File: config.mk
export PLATFORM = sky130hd
export DESIGN_NAME = kbd_frame_rx
export DESIGN_NICKNAME = d
export VERILOG_FILES = /design/src/rtl/kbd_rx_pkg.sv /design/src/rtl/kbd_line_sync.sv /design/src/rtl/kbd_gap_timer.sv /design/src/rtl/kbd_frame_classify.sv /design/src/rtl/kbd_frame_rx.sv
export SDC_FILE = /design/constraint.sdc
export NUM_CORES = 1
export LEC_CHECK = 0
export BUFFER_PORTS_ARGS = -buffer_cell sky130_fd_sc_hd__buf_2
export CORE_MARGIN = 1.5
export CORE_UTILIZATION = 55
export DETAILED_ROUTE_END_ITERATION = 16
export GPL_ROUTABILITY_DRIVEN = 0
export GPL_TIMING_DRIVEN = 0
export PLACE_DENSITY = 0.84
export SYNTH_ARGS = -nofsm -noshare
export SYNTH_HDL_FRONTEND = slang
export SYNTH_SLANG_ARGS = --single-unit
File: constraint.sdc
create_clock -name clk -period 3.4 [get_ports clk]
set_clock_uncertainty 0.2 [all_clocks]
set_input_delay 0.17 -clock clk [delete_from_list [all_inputs] [get_ports clk]]
set_output_delay 0.17 -clock clk [all_outputs]
set_load 0.02 [all_outputs]
File: src/rtl/kbd_rx_pkg.sv
package kbd_rx_pkg;

  typedef enum logic [2:0] {
    PROTO_NONE       = 3'd0,
    PROTO_AT         = 3'd1,
    PROTO_AT_LOWSTOP = 3'd2,
    PROTO_XT_IBM     = 3'd3,
    PROTO_XT_CLONE   = 3'd4,
    PROTO_XT_ERR     = 3'd5
  } kbd_proto_e;

  typedef enum logic [2:0] {
    ERR_NONE      = 3'd0,
    ERR_PARITY    = 3'd1,
    ERR_PARITY_AA = 3'd2,
    ERR_ILLEGAL   = 3'd3,
    ERR_TIMEOUT   = 3'd4
  } kbd_err_e;

  // Meaning of the low byte of the shifted register
  typedef enum logic [2:0] {
    CLS_MIDWAY    = 3'd0,
    CLS_AMBIG_ONE = 3'd1,  // short single-start frame done, or longer frame
    CLS_AMBIG_TWO = 3'd2,  // double-start frame done, or AT with b0 = 1
    CLS_XT_ERR    = 3'd3,
    CLS_AT_DONE   = 3'd4,
    CLS_ILLEGAL   = 3'd5
  } kbd_cls_e;

  localparam int unsigned FRAME_W = 16;
  localparam logic [FRAME_W-1:0] SHIFT_IDLE = 16'h8000;
  localparam logic [FRAME_W-1:0] AA_BADPAR  = 16'hAA90;

endpackage

File: src/rtl/kbd_line_sync.sv
module kbd_line_sync #(
  parameter int unsigned WIDTH   = 2,
  parameter int unsigned STAGES  = 2,
  parameter logic [WIDTH-1:0] RST_VAL = '1
) (
  input  logic             clk,
  input  logic             rst_n,
  input  logic [WIDTH-1:0] line_i,
  output logic [WIDTH-1:0] line_o
);

  logic [WIDTH-1:0] stage_q [STAGES];
  logic [WIDTH-1:0] stage_n [STAGES];

  genvar g;
  generate
    for (g = 0; g < STAGES; g++) begin : g_stage
      if (g == 0) begin : g_first
        assign stage_n[g] = line_i;
      end else begin : g_rest
        assign stage_n[g] = stage_q[g-1];
      end

      always_ff @(posedge clk or negedge rst_n) begin
        if (!rst_n) stage_q[g] <= RST_VAL;
        else        stage_q[g] <= stage_n[g];
      end
    end
  endgenerate

  assign line_o = stage_q[STAGES-1];

endmodule

File: src/rtl/kbd_gap_timer.sv
module kbd_gap_timer #(
  parameter int unsigned LIMIT = 25000
) (
  input  logic clk,
  input  logic rst_n,
  input  logic clr_i,
  input  logic run_i,
  output logic hit_o
);

  localparam int unsigned CW = $clog2(LIMIT + 1);
  localparam logic [CW-1:0] LAST = CW'(LIMIT - 1);

  logic [CW-1:0] cnt_q, cnt_n;
  logic          at_last;

  assign at_last = (cnt_q == LAST);
  assign hit_o   = run_i && at_last;

  always_comb begin
    cnt_n = cnt_q;
    if (clr_i)                 cnt_n = '0;
    else if (run_i && !at_last) cnt_n = cnt_q + 1'b1;
  end

  always_ff @(posedge clk or negedge rst_n) begin
    if (!rst_n) cnt_q <= '0;
    else        cnt_q <= cnt_n;
  end

  // Counter never passes its limit (R5, R9 windows)
  p_count_bounded_r9: assert property (@(posedge clk) disable iff (!rst_n)
    cnt_q <= LAST);

  // A running, uncleared count advances by exactly one
  p_count_steps_r5: assert property (@(posedge clk) disable iff (!rst_n)
    (run_i && !clr_i && !at_last) |=> (cnt_q == $past(cnt_q) + 1'b1));

endmodule

File: src/rtl/kbd_frame_classify.sv
module kbd_frame_classify
  import kbd_rx_pkg::*;
(
  input  logic [FRAME_W-1:0] shift_i,
  output kbd_cls_e           cls_o,
  output logic [7:0]         at_byte_o,
  output logic               at_par_ok_o,
  output logic               at_stop_o,
  output logic               aa_hit_o
);

  always_comb begin
    unique case (shift_i[7:0])
      8'h00, 8'h80, 8'h40, 8'h20: cls_o = CLS_MIDWAY;
      8'hC0:                      cls_o = CLS_AMBIG_ONE;
      8'hA0:                      cls_o = CLS_AMBIG_TWO;
      8'hE0:                      cls_o = CLS_XT_ERR;
      8'h10, 8'h90, 8'h50, 8'hD0: cls_o = CLS_AT_DONE;
      default:                    cls_o = CLS_ILLEGAL;
    endcase
  end

  // AT layout once the marker sits at bit 4: stop, parity, b7..b0 down to bit 6
  assign at_byte_o   = shift_i[13:6];
  assign at_par_ok_o = ^shift_i[14:6];
  assign at_stop_o   = shift_i[15];
  assign aa_hit_o    = (shift_i == AA_BADPAR);

endmodule

File: src/rtl/kbd_frame_rx.sv
module kbd_frame_rx
  import kbd_rx_pkg::*;
#(
  parameter int unsigned WAIT_CYC    = 25000,
  parameter int unsigned TIMEOUT_CYC = 1250000,
  parameter int unsigned SYNC_STAGES = 2
) (
  input  logic       clk,
  input  logic       rst_n,
  input  logic       kb_clk_i,
  input  logic       kb_data_i,
  input  logic       buf_full_i,
  input  logic       resume_i,
  output logic       kb_clk_hold_o,
  output logic       byte_valid_o,
  output logic [7:0] byte_o,
  output logic [2:0] proto_o,
  output logic       err_valid_o,
  output logic [2:0] err_code_o
);

  // ---------------- reset release ----------------
  logic [1:0] rst_pipe_q;
  logic       rst_sn;

  always_ff @(posedge clk or negedge rst_n) begin
    if (!rst_n) rst_pipe_q <= 2'b00;
    else        rst_pipe_q <= {rst_pipe_q[0], 1'b1};
  end
  assign rst_sn = rst_pipe_q[1];

  // ---------------- line sync and edge ----------------
  logic [1:0] lines_s;
  logic       kbc_s, kbd_s, kbc_prev_q, kbc_fall;

  kbd_line_sync #(
    .WIDTH  (2),
    .STAGES (SYNC_STAGES),
    .RST_VAL(2'b11)
  ) u_sync (
    .clk   (clk),
    .rst_n (rst_sn),
    .line_i({kb_clk_i, kb_data_i}),
    .line_o(lines_s)
  );

  assign kbc_s = lines_s[1];
  assign kbd_s = lines_s[0];

  always_ff @(posedge clk or negedge rst_sn) begin
    if (!rst_sn) kbc_prev_q <= 1'b1;
    else         kbc_prev_q <= kbc_s;
  end
  assign kbc_fall = kbc_prev_q && !kbc_s;

  // ---------------- state ----------------
  logic [FRAME_W-1:0] sr_q, sr_n, shift_nx;
  logic               pend_q, pend_n;
  kbd_proto_e         pend_proto_q, pend_proto_n;
  kbd_proto_e         proto_q, proto_n;
  logic               err_hold_q, err_hold_n;
  logic [7:0]         byte_q, byte_n;
  logic               bvld_q, bvld_n;
  kbd_err_e           err_q, err_n;
  logic               evld_q, evld_n;

  logic     inhibit, edge_take, mid_frame;
  logic     wait_clr, wait_hit, gap_clr, gap_hit;
  kbd_cls_e cls;
  logic [7:0] at_byte;
  logic     at_par_ok, at_stop, aa_hit;

  assign inhibit   = err_hold_q || buf_full_i;
  assign edge_take = kbc_fall && !inhibit;
  assign mid_frame = (sr_q != SHIFT_IDLE);
  assign shift_nx  = {kbd_s, sr_q[FRAME_W-1:1]};

  kbd_frame_classify u_cls (
    .shift_i    (shift_nx),
    .cls_o      (cls),
    .at_byte_o  (at_byte),
    .at_par_ok_o(at_par_ok),
    .at_stop_o  (at_stop),
    .aa_hit_o   (aa_hit)
  );

  // ---------------- timers ----------------
  assign wait_clr = !pend_q || edge_take;
  assign gap_clr  = edge_take || inhibit || !mid_frame;

  kbd_gap_timer #(.LIMIT(WAIT_CYC)) u_wait (
    .clk  (clk),
    .rst_n(rst_sn),
    .clr_i(wait_clr),
    .run_i(pend_q),
    .hit_o(wait_hit)
  );

  kbd_gap_timer #(.LIMIT(TIMEOUT_CYC)) u_gap (
    .clk  (clk),
    .rst_n(rst_sn),
    .clr_i(gap_clr),
    .run_i(mid_frame),
    .hit_o(gap_hit)
  );

  // ---------------- next state ----------------
  always_comb begin
    sr_n         = sr_q;
    pend_n       = pend_q;
    pend_proto_n = pend_proto_q;
    proto_n      = proto_q;
    err_hold_n   = err_hold_q;
    byte_n       = byte_q;
    bvld_n       = 1'b0;
    err_n        = err_q;
    evld_n       = 1'b0;

    if (resume_i) err_hold_n = 1'b0;

    if (inhibit) begin
      sr_n   = SHIFT_IDLE;
      pend_n = 1'b0;
    end else if (edge_take) begin
      pend_n = 1'b0;
      sr_n   = shift_nx;
      unique case (cls)
        CLS_MIDWAY: begin
        end
        CLS_AMBIG_ONE: begin
          if (proto_q == PROTO_NONE) begin
            pend_n       = 1'b1;
            pend_proto_n = PROTO_XT_CLONE;
          end else if (proto_q == PROTO_XT_CLONE) begin
            sr_n   = SHIFT_IDLE;
            byte_n = shift_nx[15:8];
            bvld_n = 1'b1;
          end
        end
        CLS_AMBIG_TWO: begin
          if (proto_q == PROTO_NONE) begin
            pend_n       = 1'b1;
            pend_proto_n = PROTO_XT_IBM;
          end else if (proto_q == PROTO_XT_IBM) begin
            sr_n   = SHIFT_IDLE;
            byte_n = shift_nx[15:8];
            bvld_n = 1'b1;
          end
        end
        CLS_XT_ERR: begin
          sr_n    = SHIFT_IDLE;
          byte_n  = shift_nx[15:8];
          bvld_n  = 1'b1;
          proto_n = PROTO_XT_ERR;
        end
        CLS_AT_DONE: begin
          sr_n = SHIFT_IDLE;
          if (aa_hit) begin
            err_n      = ERR_PARITY_AA;
            evld_n     = 1'b1;
            err_hold_n = 1'b1;
          end else if (!at_par_ok) begin
            err_n      = ERR_PARITY;
            evld_n     = 1'b1;
            err_hold_n = 1'b1;
          end else begin
            byte_n  = at_byte;
            bvld_n  = 1'b1;
            proto_n = at_stop ? PROTO_AT : PROTO_AT_LOWSTOP;
          end
        end
        default: begin
          sr_n       = SHIFT_IDLE;
          proto_n    = PROTO_NONE;
          err_n      = ERR_ILLEGAL;
          evld_n     = 1'b1;
          err_hold_n = 1'b1;
        end
      endcase
    end else if (pend_q && wait_hit) begin
      sr_n    = SHIFT_IDLE;
      pend_n  = 1'b0;
      byte_n  = sr_q[15:8];
      bvld_n  = 1'b1;
      proto_n = pend_proto_q;
    end else if (gap_hit) begin
      sr_n       = SHIFT_IDLE;
      pend_n     = 1'b0;
      err_n      = ERR_TIMEOUT;
      evld_n     = 1'b1;
      err_hold_n = 1'b1;
    end
  end

  // ---------------- registers ----------------
  always_ff @(posedge clk or negedge rst_sn) begin
    if (!rst_sn) begin
      sr_q         <= SHIFT_IDLE;
      pend_q       <= 1'b0;
      pend_proto_q <= PROTO_NONE;
      proto_q      <= PROTO_NONE;
      err_hold_q   <= 1'b0;
      byte_q       <= 8'h00;
      bvld_q       <= 1'b0;
      err_q        <= ERR_NONE;
      evld_q       <= 1'b0;
    end else begin
      sr_q         <= sr_n;
      pend_q       <= pend_n;
      pend_proto_q <= pend_proto_n;
      proto_q      <= proto_n;
      err_hold_q   <= err_hold_n;
      byte_q       <= byte_n;
      bvld_q       <= bvld_n;
      err_q        <= err_n;
      evld_q       <= evld_n;
    end
  end

  assign kb_clk_hold_o = inhibit;
  assign byte_valid_o  = bvld_q;
  assign byte_o        = byte_q;
  assign proto_o       = proto_q;
  assign err_valid_o   = evld_q;
  assign err_code_o    = err_q;

  // ---------------- assertions ----------------
  p_fall_single_r2: assert property (@(posedge clk) disable iff (!rst_sn)
    kbc_fall |=> !kbc_fall);

  p_marker_kept_r2: assert property (@(posedge clk) disable iff (!rst_sn)
    sr_q != '0);

  p_idle_after_byte_r2: assert property (@(posedge clk) disable iff (!rst_sn)
    bvld_q |-> (sr_q == SHIFT_IDLE));

  p_one_outcome_r10: assert property (@(posedge clk) disable iff (!rst_sn)
    !(bvld_q && evld_q));

  p_err_holds_clk_r10: assert property (@(posedge clk) disable iff (!rst_sn)
    evld_q |-> kb_clk_hold_o);

  p_illegal_clears_r8: assert property (@(posedge clk) disable iff (!rst_sn)
    (evld_q && err_q == ERR_ILLEGAL) |-> (proto_q == PROTO_NONE));

  p_timeout_keeps_r9: assert property (@(posedge clk) disable iff (!rst_sn)
    (evld_q && err_q == ERR_TIMEOUT) |-> (proto_q == $past(proto_q)));

  p_full_blocks_r11: assert property (@(posedge clk) disable iff (!rst_sn)
    buf_full_i |=> (sr_q == SHIFT_IDLE && !bvld_q));

endmodule

### After elaboration in Yosys (flattened, before gate mapping)

Index checks and enable logic that the tools add are counted.

* input port bits: 6
* register bits after elaboration: 80
* output and inout bits: 17
* word-level logic and storage cells: 156

* bitwise gates (word level): 1
* equal/unequal tests: 33
* $add $sub $neg: 2
* multiplexer cells: 69
* reduce and logical (&&, ||, !) cells: 36

Operators by type and width (count)
* two-way mux 16 bit: 8
* two-way mux 8 bit: 8
* equality test 8 bit, second input constant: 6
* case mux 16 bit (3 select lines): 1
* two-way mux 21 bit: 2
* two-way mux 3 bit: 11
* case mux 8 bit (4 select lines): 1
* two-way mux 15 bit: 2
* two-way mux 1 bit: 28
* adder 21 x 1 -> 21 bit, second input constant: 1
* equality test 21 bit, second input constant: 1
* != test 3 bit, second input constant: 6
* equality test 16 bit, second input constant: 1
* equality test 8 x 7 -> 1 bit, second input constant: 2
* != test 16 bit, second input constant: 1
* adder 15 x 1 -> 15 bit, second input constant: 1
* equality test 15 bit, second input constant: 1
* case mux 3 bit (5 select lines): 1
* AND reduction 5 bit: 3
* case mux 3 bit (2 select lines): 2
* OR reduction 4 bit: 3
* != test 2 bit, second input constant: 5
* nonzero test 2 bit: 5
* equality test 3 x 2 -> 1 bit, second input constant: 3
* 21 further kinds: 38

### Logic depth before layout (Yosys ltp)

* depth in word-level cells: 8
* depth in mapped cells: 8
* mapped depth without buffers: 7

### Hierarchy

A second synthesis with hierarchy kept.

* cell total of the unflattened synthesis: 432
* area, all modules: 4336.7 sq um

Modules (own cells, without submodules)
* kbd_frame_rx: seq. area each 978.4 sq um, times used 1, cells an instance 174, area an instance 1863.0 sq um
* kbd_gap_timer (u_gap): seq. area each 525.5 sq um, times used 1, cells an instance 133, area an instance 1247.4 sq um
* kbd_gap_timer (u_wait): seq. area each 375.4 sq um, times used 1, cells an instance 81, area an instance 808.3 sq um
* kbd_frame_classify: seq. area each 0.0 sq um, times used 1, cells an instance 40, area an instance 312.8 sq um
* kbd_line_sync: seq. area each 105.1 sq um, times used 1, cells an instance 4, area an instance 105.1 sq um

### Worst setup path before layout

Ideal clock, no wire load.

* kind: reg2reg
* start point: register sr_q[11]
* end point: register byte_q[0], in the netlist byte_o[0]
* setup slack: 821 ps
* stages on the path, launching flop included: 8
* period minus slack after synthesis: 2579 ps
* setup time: 125 ps
* data required time: 3075 ps
* arrival: 2254 ps
* path buffers: 0
* cells stage by stage: dfrtp_1 > inv_1 > ha_1 > xnor3_1 > xnor2_1 > or3_4 > a31oi_4 > mux2_2

* cells in the longest elaborated chain, start to end: 3
* elaborated cells between the ends (all ways): 5
* classes of those cells: eq/ne (3); reduce/logical (2)

Ends and longest elaborated chain
* start: declaration: line kbd_frame_rx.sv:57 `logic [FRAME_W-1:0] sr_q, sr_n, shift_nx;`
* start signal: assignment: line kbd_frame_rx.sv:208 `sr_q <= sr_n;`
* equality test 16 bit / XOR reduction 9 bit (equally long branches): line kbd_frame_classify.sv:27, kbd_frame_classify.sv:25
* != test 3 bit (no source line)
* AND reduction 9 bit (no source line) (*)
* end signal: assignment: line kbd_frame_rx.sv:213 `byte_q <= byte_n;`
* end: declaration: line kbd_frame_rx.sv:62 `logic [7:0] byte_q, byte_n;`

Every way passes the cells marked *; elsewhere a longest branch is shown, timed or not.
A chain may end at the register's enable or synchronous reset.

### Worst setup path in the final report

* start point: register sr_q[7]
* end point: register byte_q[7], in the netlist byte_o[7]

* cells in the longest elaborated chain, start to end: 6
* elaborated cells between the ends (all ways): 30
* classes of those cells: eq/ne (22); mux (3); reduce/logical (5)

Ends and longest elaborated chain
* equality test 8 x 5 -> 1 bit, or another cell as far along: line kbd_frame_classify.sv:13 `unique case (shift_i[7:0])`
* OR reduction 4 bit: line kbd_frame_classify.sv:13
* case mux 3 bit (5 select lines): line kbd_frame_classify.sv:13
* equality test 3 bit, or another cell as far along: line kbd_frame_rx.sv:127 `unique case (cls)`
* != test 5 x 1 -> 1 bit (no source line), or another cell as far along
* AND reduction 9 bit (no source line) / two-way mux 8 bit (equally long branches)

Several ways; a longest one is shown, not always the timed one.

==> metrics.json <==
{
  "unrepaired_setup_endpoints_after_global_routing": {"value": "no"},
  "timing.slew.headroom": {"value": 0.388},
  "layout-drive-gt1-share": {"value": 0.151},
  "clk_path_buf_depth": {"value": 2},
  "synthCells": {"value": 400},
  "tritoncts.num_buffers": {"value": 9},
  "fin_crit_sh": {"value": 0.847},
  "reg2reg_setup_slack": {"value": 520, "unit": "ps"},
  "peakVddDrop": {"value": 0.305, "unit": "mV"},
  "layout.cell_area.non_filler": {"value": 0.00460, "unit": "mm²"},
  "drc": {"value": 0},
  "path_clk_slew": {"value": 80, "unit": "ps"},
  "layout_setup_ws": {"value": 521, "unit": "ps"},
  "most_frequent_cells_in_the_layout": {"value": "72 x dfrtp_1, 40 x nor2_1, 34 x nand2_1, 23 x buf_2, 18 x nand3_1"},
  "crit_end": {"value": "byte_o[7]$_DFFE_PN0P_"},
  "timing.final.crit_period": {"value": 2880, "unit": "ps"},
  "core_area": {"value": 0.00721, "unit": "mm²"},
  "synth_top_family_by_area": {"value": "simple AND/OR/NAND/NOR gates"},
  "hold_slack": {"value": 0.864, "unit": "ps"},
  "number_of_i_o_port_buffers": {"value": 22},
  "final-max-slew-violation-count": {"value": 0},
  "worst_skew_pair.late_latency": {"value": 350, "unit": "ps"},
  "initial_core_util": {"value": 0.564},
  "worst-setup-path-type": {"value": "flop to flop"},
  "grt-ovfl-total": {"value": 0},
  "fin_nets": {"value": 454},
  "synth-simple-area-share": {"value": 0.226},
  "grt_first_pass_wirelength": {"value": 14100, "unit": "µm"},
  "cts_tree": {"value": "done"},
  "drt-total-wl": {"value": 8420, "unit": "µm"},
  "detailedPlace.worstSlack": {"value": 543, "unit": "ps"},
  "timing.final.setup_violations": {"value": 0},
  "postSynthRegisterBits": {"value": 79},
  "cts_max_level": {"value": 3},
  "complex_gate_fraction_of_the_synthesized_area": {"value": 0.101},
  "syn_area_per_cell": {"value": 10.2, "unit": "µm²"},
  "fp.dieW": {"value": 89.0, "unit": "µm"},
  "hold_violations": {"value": 0},
  "synth.lib_cells_used.distinct": {"value": 54},
  "leading_register_cell_type_out_of_synthesis": {"value": "dfrtp_1"},
  "p_leak": {"value": 2.04, "unit": "nW"},
  "syn_nets": {"value": 415},
  "synth_fa_ha_area_frac": {"value": 0.0277},
  "cp.depth": {"value": 8},
  "antenna_left": {"value": 0},
  "synth-seq-area-share": {"value": 0.487},
  "power_density": {"value": 390, "unit": "mW/mm²"},
  "synthesized_area_fraction_occupied_by_xor_and_xnor_cells": {"value": 0.0701},
  "cap_viol_max_count": {"value": 0},
  "routedWlPerCell": {"value": 15.5, "unit": "µm"},
  "hpwl_reported_at_the_end_of_detailed_placement": {"value": 5790, "unit": "µm"},
  "critical-path-top-delay-family": {"value": "simple AND/OR/NAND/NOR gates"},
  "dieArea": {"value": 0.00793, "unit": "mm²"},
  "post_layout_nonfiller_instances": {"value": 543},
  "start_of_the_worst_register_to_register_path": {"value": "sr_q[7]$_DFFE_PN0P_"},
  "clock_sink_count": {"value": 79},
  "gr_util_all_layers": {"value": 0.234},
  "status": {"value": "finished clean"},
  "placedCellCount": {"value": 522},
  "type_of_the_tightest_min_delay_check": {"value": "flop to asynchronous set/reset pin"},
  "via_per_inst": {"value": 5.87},
  "vertical_die_dimension": {"value": 89.0, "unit": "µm"},
  "timing.fmax": {"value": 0.347, "unit": "GHz"},
  "number_of_antenna_violations_at_the_first_check_in_global_routing": {"value": 0},
  "clk_root_buffer_cell": {"value": "clkbuf_8"},
  "arrival": {"value": 2910, "unit": "ps"},
  "antenna_cells_inserted": {"value": 0},
  "synth_async_sr_flop_share": {"value": 1.00},
  "syn_area": {"value": 0.00407, "unit": "mm²"},
  "critical_path.slowest_cell": {"value": "dfrtp_1"},
  "worstRegToRegCells": {"value": 8},
  "worst_setup_path_end_kind": {"value": "flop"},
  "num_rows": {"value": 31},
  "path_buf_inv": {"value": 2},
  "synth.mux.area_fraction": {"value": 0.0575},
  "critical_path.max_fanout": {"value": 10},
  "slowest_delay": {"value": 470, "unit": "ps"},
  "postPlaceCellArea": {"value": 0.00434, "unit": "mm²"},
  "totalNegativeSetupSlack": {"value": 0, "unit": "ps"},
  "io_pins": {"value": 23},
  "layout-area-overhead-vs-synth": {"value": 12.9, "unit": "%"},
  "detailroute.via_count": {"value": 3188},
  "worstSetupStartpointType": {"value": "flop"},
  "cp.required": {"value": 3430, "unit": "ps"},
  "mostFrequentLayoutCell": {"value": "dfrtp_1"},
  "drt_pass1_iterations": {"value": 4},
  "first_global_vias": {"value": 2966},
  "resized_gates_after_cts": {"value": 0},
  "grt_start_max_net_pins": {"value": 62},
  "worstSetupStartpoint": {"value": "sr_q[7]$_DFFE_PN0P_"},
  "worst_pin_slew": {"value": 910, "unit": "ps"},
  "synth_warnings": {"value": 0},
  "reg2reg_to": {"value": "byte_o[7]$_DFFE_PN0P_"},
  "crit_path_cell_trace": {"value": "inv_1, ha_1, or4_1, nand4b_1, buf_6, or3_4, a31oi_4, mux2_2"},
  "drt-initial-drc-count": {"value": 248},
  "synth-edff-count": {"value": 0}
}
-- sequential cells by signal, summed over array words and instances, names as in the netlist --
| signal | count |
|---|---|
| err_hold_q | 1 |
| pend_q | 1 |
| sr_q | 16 |
| proto_o | 3 |
| byte_valid_o | 1 |
| u_sync.line_o | 2 |
| pend_proto_q | 2 |
| u_gap.cnt_q | 21 |
| err_valid_o | 1 |
| kbc_prev_q | 1 |
| u_wait.cnt_q | 15 |
| byte_o | 8 |
| rst_pipe_q | 2 |
| u_sync.stage_n | 2 |
| err_code_o | 3 |
-- how the worst min path moves through the flow --
stage | start | end
2_1_floorplan | rst_n | rst_pipe_q[0]$_DFF_PN0_
3_3_place_gp | rst_n | rst_pipe_q[0]$_DFF_PN0_
3_5_place_dp | rst_n | rst_pipe_q[0]$_DFF_PN0_
4_1_cts | rst_pipe_q[1]$_DFF_PN0_ | byte_valid_o$_DFF_PN0_
5_1_grt | rst_pipe_q[1]$_DFF_PN0_ | byte_valid_o$_DFF_PN0_
6_report | rst_pipe_q[1]$_DFF_PN0_ | byte_valid_o$_DFF_PN0_
-- logic make-up (layout without fill, tap and decap cells) --
logic type               Yosys count  after routing
buffers and inverters             29             73
multiplexers                      22             22
adder cells (fa/ha/maj)            9              9
other                              1              1
AND/OR/NAND/NOR                  170            170
XOR/XNOR                          31             31
flip-flops                        79             79
AO/OA/AOI/OAI                     59             59
-- per-stage QoR --
stage	util	power, mW
after floorplan	-	1.04
after global placement	0.597	1.07
after detailed placement	0.601	1.08
after CTS	0.637	1.81
after global routing	0.637	1.87
final	0.637	1.79
-- layout make-up --
type | instances | area (µm²)
flip-flops and latches | 79 | 1990
clock buffers | 14 | 173
inverters | 14 | 52.6
repair buffers | 28 | 188
fillers | 582 | 2620
multi-input cells | 292 | 1970
clock inverters | 2 | 38.8
plain buffers | 15 | 65.1
well taps | 99 | 124
-- per-layer routing --
metal | global-route usage | share of wire | wire [µm]
met2 | 0.373 | 0.47 | 3990
met1 | 0.319 | 0.47 | 3930
met4 | 0.0895 | 0.019 | 158
met5 | 0 | 0 | 0
met3 | 0.0480 | 0.039 | 332
-- where the power goes --
| group | leakage (nW) | internal, mW | switching [mW] |
|---|---|---|---|
| logic | 0.868 | 0.0340 | 0.0596 |
| clock network | 0.107 | 0.402 | 0.329 |
| registers | 1.07 | 0.956 | 0.0143 |
-- cells in the mapped netlist, types with 2 or more instances --
cell type | n | area [µm²]
and4_1 | 2 | 17.5
clkbuf_1 | 13 | 48.8
inv_1 | 14 | 52.6
or4b_1 | 2 | 20.0
nor4bb_1 | 2 | 20.0
a21oi_1 | 10 | 50.1
nand3_1 | 18 | 90.1
nand4_1 | 10 | 62.6
xor2_1 | 15 | 131
mux2i_1 | 11 | 110
o22ai_1 | 2 | 12.5
or3_1 | 6 | 37.5
nor3_1 | 9 | 45.0
and3_1 | 8 | 50.1
and2_1 | 6 | 37.5
ha_1 | 9 | 113
nand3b_1 | 4 | 30.0
nor4b_1 | 3 | 26.3
a211oi_1 | 3 | 22.5
nand2_1 | 34 | 128
mux2_2 | 11 | 124
a2111oi_0 | 2 | 17.5
dfstp_2 | 6 | 158
xnor2_1 | 15 | 131
o31ai_1 | 2 | 15.0
a22oi_1 | 2 | 15.0
nor2_1 | 40 | 150
nor4_1 | 8 | 50.1
o211ai_1 | 3 | 22.5
and4b_2 | 2 | 22.5
nand2b_1 | 5 | 31.3
o21ai_0 | 16 | 80.1
o2111ai_1 | 2 | 17.5
nor2b_1 | 2 | 12.5
a22o_1 | 12 | 105
dfrtp_1 | 73 | 1830
-- repair_timing --
| item | 4_1_cts | 5_1_grt |
|---|---|---|
| buffers inserted | 0 | 0 |
| hold buffers | 5 | 0 |
| endpoints found under the hold margin | 5 | 0 |
-- worst register-to-register path, cell delays in order (launching register included) --
cell	delay [ps]
dfrtp_1	470
inv_1	130
ha_1	310
or4_1	190
nand4b_1	120
buf_6	190
or3_4	410
a31oi_4	380
mux2_2	380
No activity file was read; power rests on OpenSTA's default activity.
